File: src/rtl/pdv_pkg.sv
// Package: shared state encoding, register addresses and per-domain status
// bundle for the power domain voter.
package pdv_pkg;

    typedef enum logic [2:0] {
        DS_IDLE     = 3'd0,
        DS_ON_ARM   = 3'd1,
        DS_ON_WAIT  = 3'd2,
        DS_OFF_ARM  = 3'd3,
        DS_OFF_STAB = 3'd4,
        DS_OFF_WAIT = 3'd5
    } dom_state_t;

    localparam logic [2:0] A_SET  = 3'd0;
    localparam logic [2:0] A_CLR  = 3'd1;
    localparam logic [2:0] A_DONE = 3'd2;
    localparam logic [2:0] A_EN   = 3'd3;
    localparam logic [2:0] A_SSTA = 3'd4;
    localparam logic [2:0] A_CSTA = 3'd5;

    typedef struct packed {
        logic set_rd;
        logic clr_rd;
        logic done;
        logic en;
        logic set_sta;
        logic clr_sta;
    } dom_stat_t;

endpackage

File: src/rtl/pdv_domain.sv
// Module: per-domain vote mask and command engine.
// Assumes set_req/clr_req are one-cycle write strobes for this domain.
// Strobes are honoured only while idle. The settling wait after power
// removal is STAB_CYC cycles long.
module pdv_domain #(
    parameter int NUM_REQ  = 4,
    parameter int IDW      = 2,
    parameter int STAB_CYC = 25000
) (
    input  logic                 clk,
    input  logic                 rst_n,
    input  logic                 set_req,
    input  logic                 clr_req,
    input  logic [IDW-1:0]       req_id,
    input  logic                 pwr_ack,
    output logic                 pwr_req,
    output pdv_pkg::dom_stat_t   stat
);
    import pdv_pkg::*;

    localparam int CW = $clog2(STAB_CYC + 1);

    dom_state_t         st;
    logic [NUM_REQ-1:0] votes;
    logic               en_q;
    logic [CW-1:0]      cnt;
    logic               id_ok;

    assign id_ok = (int'(req_id) < NUM_REQ);

    // Command engine: state, vote mask, powered flag and settling counter.
    always_ff @(posedge clk) begin
        if (!rst_n) begin
            st    <= DS_IDLE;
            votes <= '0;
            en_q  <= 1'b0;
            cnt   <= '0;
        end else begin
            case (st)
                DS_IDLE: begin
                    if (set_req && id_ok) begin
                        votes[req_id] <= 1'b1;
                        st            <= DS_ON_ARM;
                    end else if (clr_req && id_ok) begin
                        votes[req_id] <= 1'b0;
                        st            <= DS_OFF_ARM;
                    end
                end
                DS_ON_ARM:  st <= DS_ON_WAIT;
                DS_ON_WAIT: begin
                    if (pwr_ack) begin
                        en_q <= 1'b1;
                        st   <= DS_IDLE;
                    end
                end
                DS_OFF_ARM: begin
                    cnt <= '0;
                    st  <= (votes != '0) ? DS_IDLE : DS_OFF_STAB;
                end
                DS_OFF_STAB: begin
                    if (cnt == CW'(STAB_CYC - 1)) st <= DS_OFF_WAIT;
                    else                          cnt <= cnt + 1'b1;
                end
                DS_OFF_WAIT: begin
                    if (!pwr_ack) begin
                        en_q <= 1'b0;
                        st   <= DS_IDLE;
                    end
                end
                default: st <= DS_IDLE;
            endcase
        end
    end

    // Power request: held during power-on, follows powered flag when idle/arming-off.
    always_comb begin
        case (st)
            DS_ON_ARM, DS_ON_WAIT:    pwr_req = 1'b1;
            DS_IDLE, DS_OFF_ARM:      pwr_req = en_q;
            default:                  pwr_req = 1'b0;
        endcase
    end

    // Status bits as seen by software.
    always_comb begin
        stat.set_rd  = (st != DS_ON_ARM);
        stat.clr_rd  = (st == DS_OFF_ARM);
        stat.done    = (st == DS_IDLE);
        stat.en      = en_q;
        stat.set_sta = (st == DS_ON_ARM) || (st == DS_ON_WAIT);
        stat.clr_sta = (st == DS_OFF_ARM) || (st == DS_OFF_STAB) || (st == DS_OFF_WAIT);
    end

    p_arm_one_cycle_r2: assert property (@(posedge clk) disable iff (!rst_n)
        (st == DS_ON_ARM) |=> (st == DS_ON_WAIT));
    p_on_needs_ack_r3: assert property (@(posedge clk) disable iff (!rst_n)
        $rose(en_q) |-> $past(pwr_ack));
    p_off_needs_ack_r5: assert property (@(posedge clk) disable iff (!rst_n)
        $fell(en_q) |-> !$past(pwr_ack));
    p_held_on_r6: assert property (@(posedge clk) disable iff (!rst_n)
        (st == DS_IDLE && votes != '0 && en_q) |-> pwr_req);
    p_busy_ignores_r8: assert property (@(posedge clk) disable iff (!rst_n)
        (st != DS_IDLE) |=> $stable(votes));

endmodule

File: src/rtl/pdv_regport.sv
// Module: register access decode. It turns writes into per-domain SET/CLEAR
// strobes and returns registered read data one cycle after a read.
// Assumes NUM_DOM <= 32.
module pdv_regport #(
    parameter int NUM_DOM = 8
) (
    input  logic                clk,
    input  logic                rst_n,
    input  logic                req_valid,
    input  logic                req_write,
    input  logic [2:0]          req_addr,
    input  logic [31:0]         req_wdata,
    input  pdv_pkg::dom_stat_t  stat [NUM_DOM],
    output logic [NUM_DOM-1:0]  set_hit,
    output logic [NUM_DOM-1:0]  clr_hit,
    output logic                rsp_valid,
    output logic [31:0]         rsp_rdata
);
    import pdv_pkg::*;

    logic [31:0] rd_mux;
    logic        wr_set, wr_clr;

    assign wr_set = req_valid && req_write && (req_addr == A_SET);
    assign wr_clr = req_valid && req_write && (req_addr == A_CLR);

    // Per-domain strobes and read bit selection.
    always_comb begin
        rd_mux = '0;
        for (int d = 0; d < NUM_DOM; d++) begin
            set_hit[d] = wr_set && req_wdata[d];
            clr_hit[d] = wr_clr && req_wdata[d];
            case (req_addr)
                A_SET:   rd_mux[d] = stat[d].set_rd;
                A_CLR:   rd_mux[d] = stat[d].clr_rd;
                A_DONE:  rd_mux[d] = stat[d].done;
                A_EN:    rd_mux[d] = stat[d].en;
                A_SSTA:  rd_mux[d] = stat[d].set_sta;
                A_CSTA:  rd_mux[d] = stat[d].clr_sta;
                default: rd_mux[d] = 1'b0;
            endcase
        end
    end

    // Read response register.
    always_ff @(posedge clk) begin
        if (!rst_n) begin
            rsp_valid <= 1'b0;
            rsp_rdata <= '0;
        end else begin
            rsp_valid <= req_valid && !req_write;
            rsp_rdata <= (req_valid && !req_write) ? rd_mux : '0;
        end
    end

    p_rsp_follows_read_r10: assert property (@(posedge clk) disable iff (!rst_n)
        (req_valid && !req_write) |=> rsp_valid);

endmodule

File: src/rtl/pd_vote_ctrl.sv
// Module: top of the multi-master power domain voter. It builds NUM_DOM
// domain engines behind one register port. The settling wait is
// CLK_MHZ*STAB_US cycles.
module pd_vote_ctrl #(
    parameter int NUM_DOM = 8,
    parameter int NUM_REQ = 4,
    parameter int CLK_MHZ = 250,
    parameter int STAB_US = 100,
    localparam int IDW    = (NUM_REQ > 1) ? $clog2(NUM_REQ) : 1
) (
    input  logic               clk,
    input  logic               rst_n,
    input  logic               req_valid,
    output logic               req_ready,
    input  logic               req_write,
    input  logic [2:0]         req_addr,
    input  logic [IDW-1:0]     req_id,
    input  logic [31:0]        req_wdata,
    output logic               rsp_valid,
    output logic [31:0]        rsp_rdata,
    output logic [NUM_DOM-1:0] pwr_req,
    input  logic [NUM_DOM-1:0] pwr_ack
);
    import pdv_pkg::*;

    localparam int STAB_CYC = CLK_MHZ * STAB_US;

    dom_stat_t          stat [NUM_DOM];
    logic [NUM_DOM-1:0] set_hit, clr_hit;

    assign req_ready = 1'b1;

    pdv_regport #(.NUM_DOM(NUM_DOM)) u_port (
        .clk(clk), .rst_n(rst_n), .req_valid(req_valid), .req_write(req_write),
        .req_addr(req_addr), .req_wdata(req_wdata), .stat(stat),
        .set_hit(set_hit), .clr_hit(clr_hit),
        .rsp_valid(rsp_valid), .rsp_rdata(rsp_rdata)
    );

    for (genvar d = 0; d < NUM_DOM; d++) begin : g_dom
        pdv_domain #(.NUM_REQ(NUM_REQ), .IDW(IDW), .STAB_CYC(STAB_CYC)) u_dom (
            .clk(clk), .rst_n(rst_n), .set_req(set_hit[d]), .clr_req(clr_hit[d]),
            .req_id(req_id), .pwr_ack(pwr_ack[d]), .pwr_req(pwr_req[d]),
            .stat(stat[d])
        );
    end

endmodule

File: config.mk
export PLATFORM = sky130hd
export DESIGN_NAME = pd_vote_ctrl
export DESIGN_NICKNAME = d
export VERILOG_FILES = /design/src/rtl/pdv_pkg.sv /design/src/rtl/pdv_domain.sv /design/src/rtl/pdv_regport.sv /design/src/rtl/pd_vote_ctrl.sv
export SDC_FILE = /design/constraint.sdc
export NUM_CORES = 1
export LEC_CHECK = 0
export BUFFER_PORTS_ARGS = -buffer_cell sky130_fd_sc_hd__buf_2
export CORE_ASPECT_RATIO = 1.1
export CORE_MARGIN = 2
export CORE_UTILIZATION = 54
export DETAILED_ROUTE_END_ITERATION = 10
export MAX_ROUTING_LAYER = met4
export PLACE_DENSITY = 0.82
export RECOVER_POWER = 100
export SLEW_MARGIN = 25
export SYNTH_ARGS = -nofsm -noshare
export SYNTH_HDL_FRONTEND = slang
export SYNTH_SLANG_ARGS = --single-unit
File: constraint.sdc
create_clock -name clk -period 2.2 [get_ports clk]
set_clock_uncertainty 0.1 [all_clocks]
set_input_delay 0.22 -clock clk [delete_from_list [all_inputs] [get_ports clk]]
set_output_delay 0.22 -clock clk [all_outputs]
set_load 0.02 [all_outputs]
-- Word level (Yosys, flattened, before mapping)
Cells that the tools add are included.
Widths: inputs -> output; s select.
- input bits: 49
- output and inout bits: 42
- logic and storage cells: 429
- register bits: 217
- multiplexer cells: 130
- bitwise logic cells: 17
- $add $sub $neg: 8
- reduce and logical (&&, ||, !) cells: 136
- eq/ne operators: 101
- magnitude comparators: 2
- operator list (cell ; number):
    $pmux 15 s2 ; 8
    $mux 3 ; 48
    $pmux 3 s6 ; 8
    $add 15x1->15 const B ; 8
    $eq 15x15->1 const B ; 8
    $mux 15 ; 8
    $mux 4 ; 16
    $eq 3x2->1 const B ; 18
    $eq 3x3->1 const B ; 18
    $ne 2x2->1 const B ; 24
    $ne 3x1->1 const B ; 16
    $pmux 1 s6 ; 8
    $reduce_bool 2->1 ; 24
    $reduce_and 2->1 ; 17
    $and 4x4->4 ; 8
    $or 4x4->4 ; 8
    $pmux 1 s2 ; 16
    $reduce_and 4->1 ; 8
    $reduce_bool 4->1 ; 8
    $reduce_or 2->1 ; 16
    $eq 3x1->1 const B ; 9
    $logic_not 3->1 ; 9
    $logic_or 1x1->1 ; 24
    $reduce_and 3->1 ; 8
    8 further kinds ; 51

-- Longest topological paths before layout
- depth in word-level cells: 8
- mapped depth: 8
- gate-level depth less buffers: 6

-- Modules after synthesis
From an unflattened synthesis, not the netlist that was laid out.
- cells, all modules: 1351
- area, all modules: 11858.9 sq um
- modules (own cells, without submodules) (module ; seq. area each (sq um) ; area each (sq um) ; cells an instance ; times used):
    pdv_domain ; 460.4 ; 1357.6 ; 155 ; 8
    pdv_regport ; 180.2 ; 987.2 ; 109 ; 1
    pd_vote_ctrl ; 0.0 ; 11.3 ; 2 ; 1

-- Worst setup path after synthesis
No wires, ideal clock.
- path type: register to register
- start point: register g_dom[4].u_dom.cnt[4]
- end point: register g_dom[4].u_dom.cnt[0]
- slack: 0.020 ns
- buffers on the path: 1
- stages on the path, launching flop included: 7
- period minus slack after synthesis: 2.180 ns
- arrival: 1.965 ns
- required time: 1.985 ns
- library setup time: 0.115 ns
- path through: dfxtp_1 > or4b_2 > or4_1 > buf_2 > nand2_1 > nor2_1 > o21a_1
- longest elaborated chain between the ends: 3
- ends and longest elaborated chain (element ; line ; source):
    start, declared ; pdv_domain.sv:26 ; logic [CW-1:0] cnt;
    start signal, assigned ; pdv_domain.sv:62 ; else cnt <= cnt + 1'b1;
    $eq 15x15->1 ; pdv_domain.sv:61 ; if (cnt == CW'(STAB_CYC - 1)) st <= DS_OFF_WAIT;
    $ne 2x2->1 (no source line) ; n/a ;
    $reduce_and 2->1 (no source line) ; n/a ;
No other way between the ends.
A chain may end at the register's enable or synchronous reset.

-- Worst setup path in the final report
- start point: register g_dom[6].u_dom.cnt[10]
- end point: register g_dom[6].u_dom.st[0]
- longest elaborated chain between the ends: 3
- ends and longest elaborated chain (element ; line ; source):
    start, declared ; pdv_domain.sv:26 ;
    start signal, assigned ; pdv_domain.sv:62 ;
    $eq 15x15->1 ; pdv_domain.sv:61 ;
    $ne 2x1->1 (no source line) ; n/a ;
    $reduce_and 4->1 (no source line) ; n/a ;
    end signal, assigned ; pdv_domain.sv:58 ; st <= (votes != '0) ? DS_IDLE : DS_OFF_STAB;
    end, declared ; pdv_domain.sv:23 ; dom_state_t st;
No other way between the ends.

==> out/results.txt <==
Placed Cells incl. Taps - 1546
Count of state elements after synthesis - 193
Worst hold-check path type - in -> reg
Vias - 9182
Leak - 4.42 nW
CP arrival - 2.48 ns
GP Congestion - 0.878
Crit Path Max Fanout - 3
Hold Path Sink - g_dom[6].u_dom.st[1]
Final setup viols - 0
Reg2reg setup slack - 0.008 ns
Worst slew margin - 58.1%
Synth area leaders - dfxtp_1, xor2_1, nor2_1
Total grt overflow - 0
EDFF count, synth - 0
Buffer depth of the longest clock path - 2
Status - completed
Dpl hpwl - 15900 microns
Post-synth top area share - 37.4%
DR vias/cell - 5.80
Antenna violations before repair - 2
Clk sinks - 193
Worst hold slack - 0.0279 ns
TritonCTS buffer count - 17
Fin crit share - 99.7%
Most common cell after layout, fill and taps aside - dfxtp_1
Number of global-route vias before repair - 8531
Setup TNS - 0 ns
Most frequent cells in the layout - dfxtp_1, nor2_1, nand2_1
Initial core utilization - 54.5%
Post-Route WL - 23600 microns
CTS tree - built
Clk pin slew, worst setup/hold paths - 0.07 ns
Max-cap violations - 0
WL per Instance - 14.9 microns
Row cnt - 53
Tot Pwr - 8.23 mW
Synth Warn # - 0
Top FF cell, synth - dfxtp_1
Post-synthesis async set-or-reset flop share - 0%
First-pass GRT wire length - 39600 microns
Die Y - 149 microns
RSZ-0062 raised after global routing - true
Worst slew pin tran - 0.627 ns
GRT Overall Usage - 24.3%
Ports - 91
Period minus WS final - 2.19 ns
Hold violation total from the final report - 0
WS Path Type - reg -> reg
Worst skew pair latency - 0.44 ns
Share of cells above drive strength 1 - 12.2%
DR pass1 iterations - 5
First-iteration detailed-routing DRC count - 592
VDD IR max - 0.591 mV
Max-slew violation count - 0
Die area - 0.0203 sq mm
Cell Area, Synth - 0.0103 sq mm
Library cells used by synthesis - 73
Post-Syn Area per Cell - 8.21 sq um
Startpoint of the tightest hold check path - pwr_ack[6]
H-tree depth - 4
Critical path endpoint category - register
Worst EP required - 2.49 ns
Post-route setup slack - 0.00765 ns
Gate Count Post-Synth - 1259
Chip width - 136 microns
Area leader, netlist - dfxtp_1
Net count, final - 1380
ANT nets after route - 0
Reg2Reg Capture Point - g_dom[6].u_dom.st[0]
Hold-critical path depth - 3
Pre-CTS setup slack - -0.0696 ns
Crit start category - register
I/O Buffers - 41
DRC - 0
Core ar. - 0.0190 sq mm
Largest net degree at the start of global routing - 89
Sequential fraction of the synthesis area - 37.4%
PD cells - 701 mW/mm^2
Root buffer cell - clkbuf_16
Non-Filler Instances - 1584
Layout area overhead - 13.8%
FF-to-FF path depth - 6
Max Clk Rate - 456 MHz
FF-to-FF Start - g_dom[6].u_dom.cnt[10]
power breakdown:
part           internal, mW  leakage, nW  total [mW]  switching, mW
clock network          1.92        0.303        3.30           1.39
registers              3.60         1.56        3.72          0.121
logic                 0.467         2.56        1.21          0.744
total                  5.98         4.42        8.23           2.25
timing repair:
item | CTS | global route
gates resized for setup | 1 | 16
hold endpoints to repair | 3 | 0
pin swaps | 0 | 5
hold buffers | 4 | 0
setup endpoints to repair | 7 | 33
buffers inserted | 0 | 1
worst max-delay path, stage by stage (launching register included):
cell and delay (ns):
dfxtp_2 0.32, or4_4 0.53, o41a_1 0.49, a311oi_1 0.36, buf_4 0.18, a21oi_1 0.06, nor2b_1 0.10
metal layers:
layer	part of all wire [%]	wire, microns	up-vias	GRT usage (%)
li1	-	-	4579	-
met4	2.1	503	0	8.65
met1	43	10200	4348	29.2
met2	50	11800	199	40.7
met5	0	0	-	-
met3	4.6	1090	56	4.83
per-stage QoR:
stage | instance area [sq um] | utilization, %
global route | 11800 | 62.0
CTS | 11700 | 61.7
floorplan | 10400 | -
detailed placement | 11000 | 58.1
finish | 11800 | 62.0
global placement | 11000 | 58.1
cell usage after synthesis (4+ instances only):
| cell | number |
|---|---|
| nor4b_1 | 4 |
| xnor2_1 | 26 |
| nand2_1 | 102 |
| inv_1 | 18 |
| o21a_1 | 4 |
| o2111ai_1 | 10 |
| buf_4 | 33 |
| clkbuf_1 | 54 |
| or3b_2 | 4 |
| o21ai_0 | 56 |
| nor3b_1 | 10 |
| and2_1 | 28 |
| nor2b_1 | 53 |
| nor4bb_1 | 7 |
| o22ai_1 | 4 |
| nand2b_1 | 8 |
| or3_1 | 26 |
| xor2_1 | 63 |
| and3b_1 | 6 |
| o211ai_1 | 7 |
| nor4_1 | 8 |
| a21boi_0 | 14 |
| mux2i_1 | 34 |
| nor3_1 | 22 |
| and3_1 | 25 |
| nand4_1 | 33 |
| nor2_1 | 141 |
| a311oi_1 | 4 |
| or4_1 | 16 |
| a221oi_1 | 6 |
| dfxtp_1 | 193 |
| ha_1 | 8 |
| and4_1 | 9 |
| a31oi_1 | 10 |
| nand3_1 | 64 |
| a211oi_1 | 5 |
| buf_1 | 6 |
| a22oi_1 | 6 |
| o31ai_1 | 18 |
| nand3b_1 | 11 |
| a21oi_1 | 58 |
final cells by class:
cell class,count,area (sq um)
diodes,2,5.00
clock buffers,21,480
clock inverters,10,151
fillers,1628,7210
inverters,18,67.6
multi-input cells,976,6080
flip-flops and latches,193,3870
well taps,247,309
repair buffers,117,797
kinds of logic after synthesis:
logic type               Yosys count  synth area share [%]
other                              2                0.0727
AO/OA/AOI/OAI                    226                  14.5
flip-flops                       193                  37.4
XOR/XNOR                          89                  7.55
buffers and inverters            113                  5.33
multiplexers                      34                  3.29
AND/OR/NAND/NOR                  594                  30.9
adder cells (fa/ha/maj)            8                 0.969
worst max path at each step:
stage / startpoint / to / slack (ns) / depth (start not counted)
floorplan: g_dom[4].u_dom.cnt[4] / g_dom[4].u_dom.cnt[0] / 0.02 / 6
global placement: g_dom[4].u_dom.cnt[10] / g_dom[4].u_dom.cnt[0] / -0.06 / 5
detailed placement: g_dom[4].u_dom.cnt[10] / g_dom[4].u_dom.cnt[1] / -0.07 / 5
CTS: g_dom[6].u_dom.cnt[9] / g_dom[6].u_dom.cnt[14] / 0.01 / 6
global route: g_dom[6].u_dom.cnt[10] / g_dom[6].u_dom.st[2] / -0.05 / 6
finish: g_dom[6].u_dom.cnt[10] / g_dom[6].u_dom.st[0] / 0.008 / 6
Power figures use the tool's default switching activity.
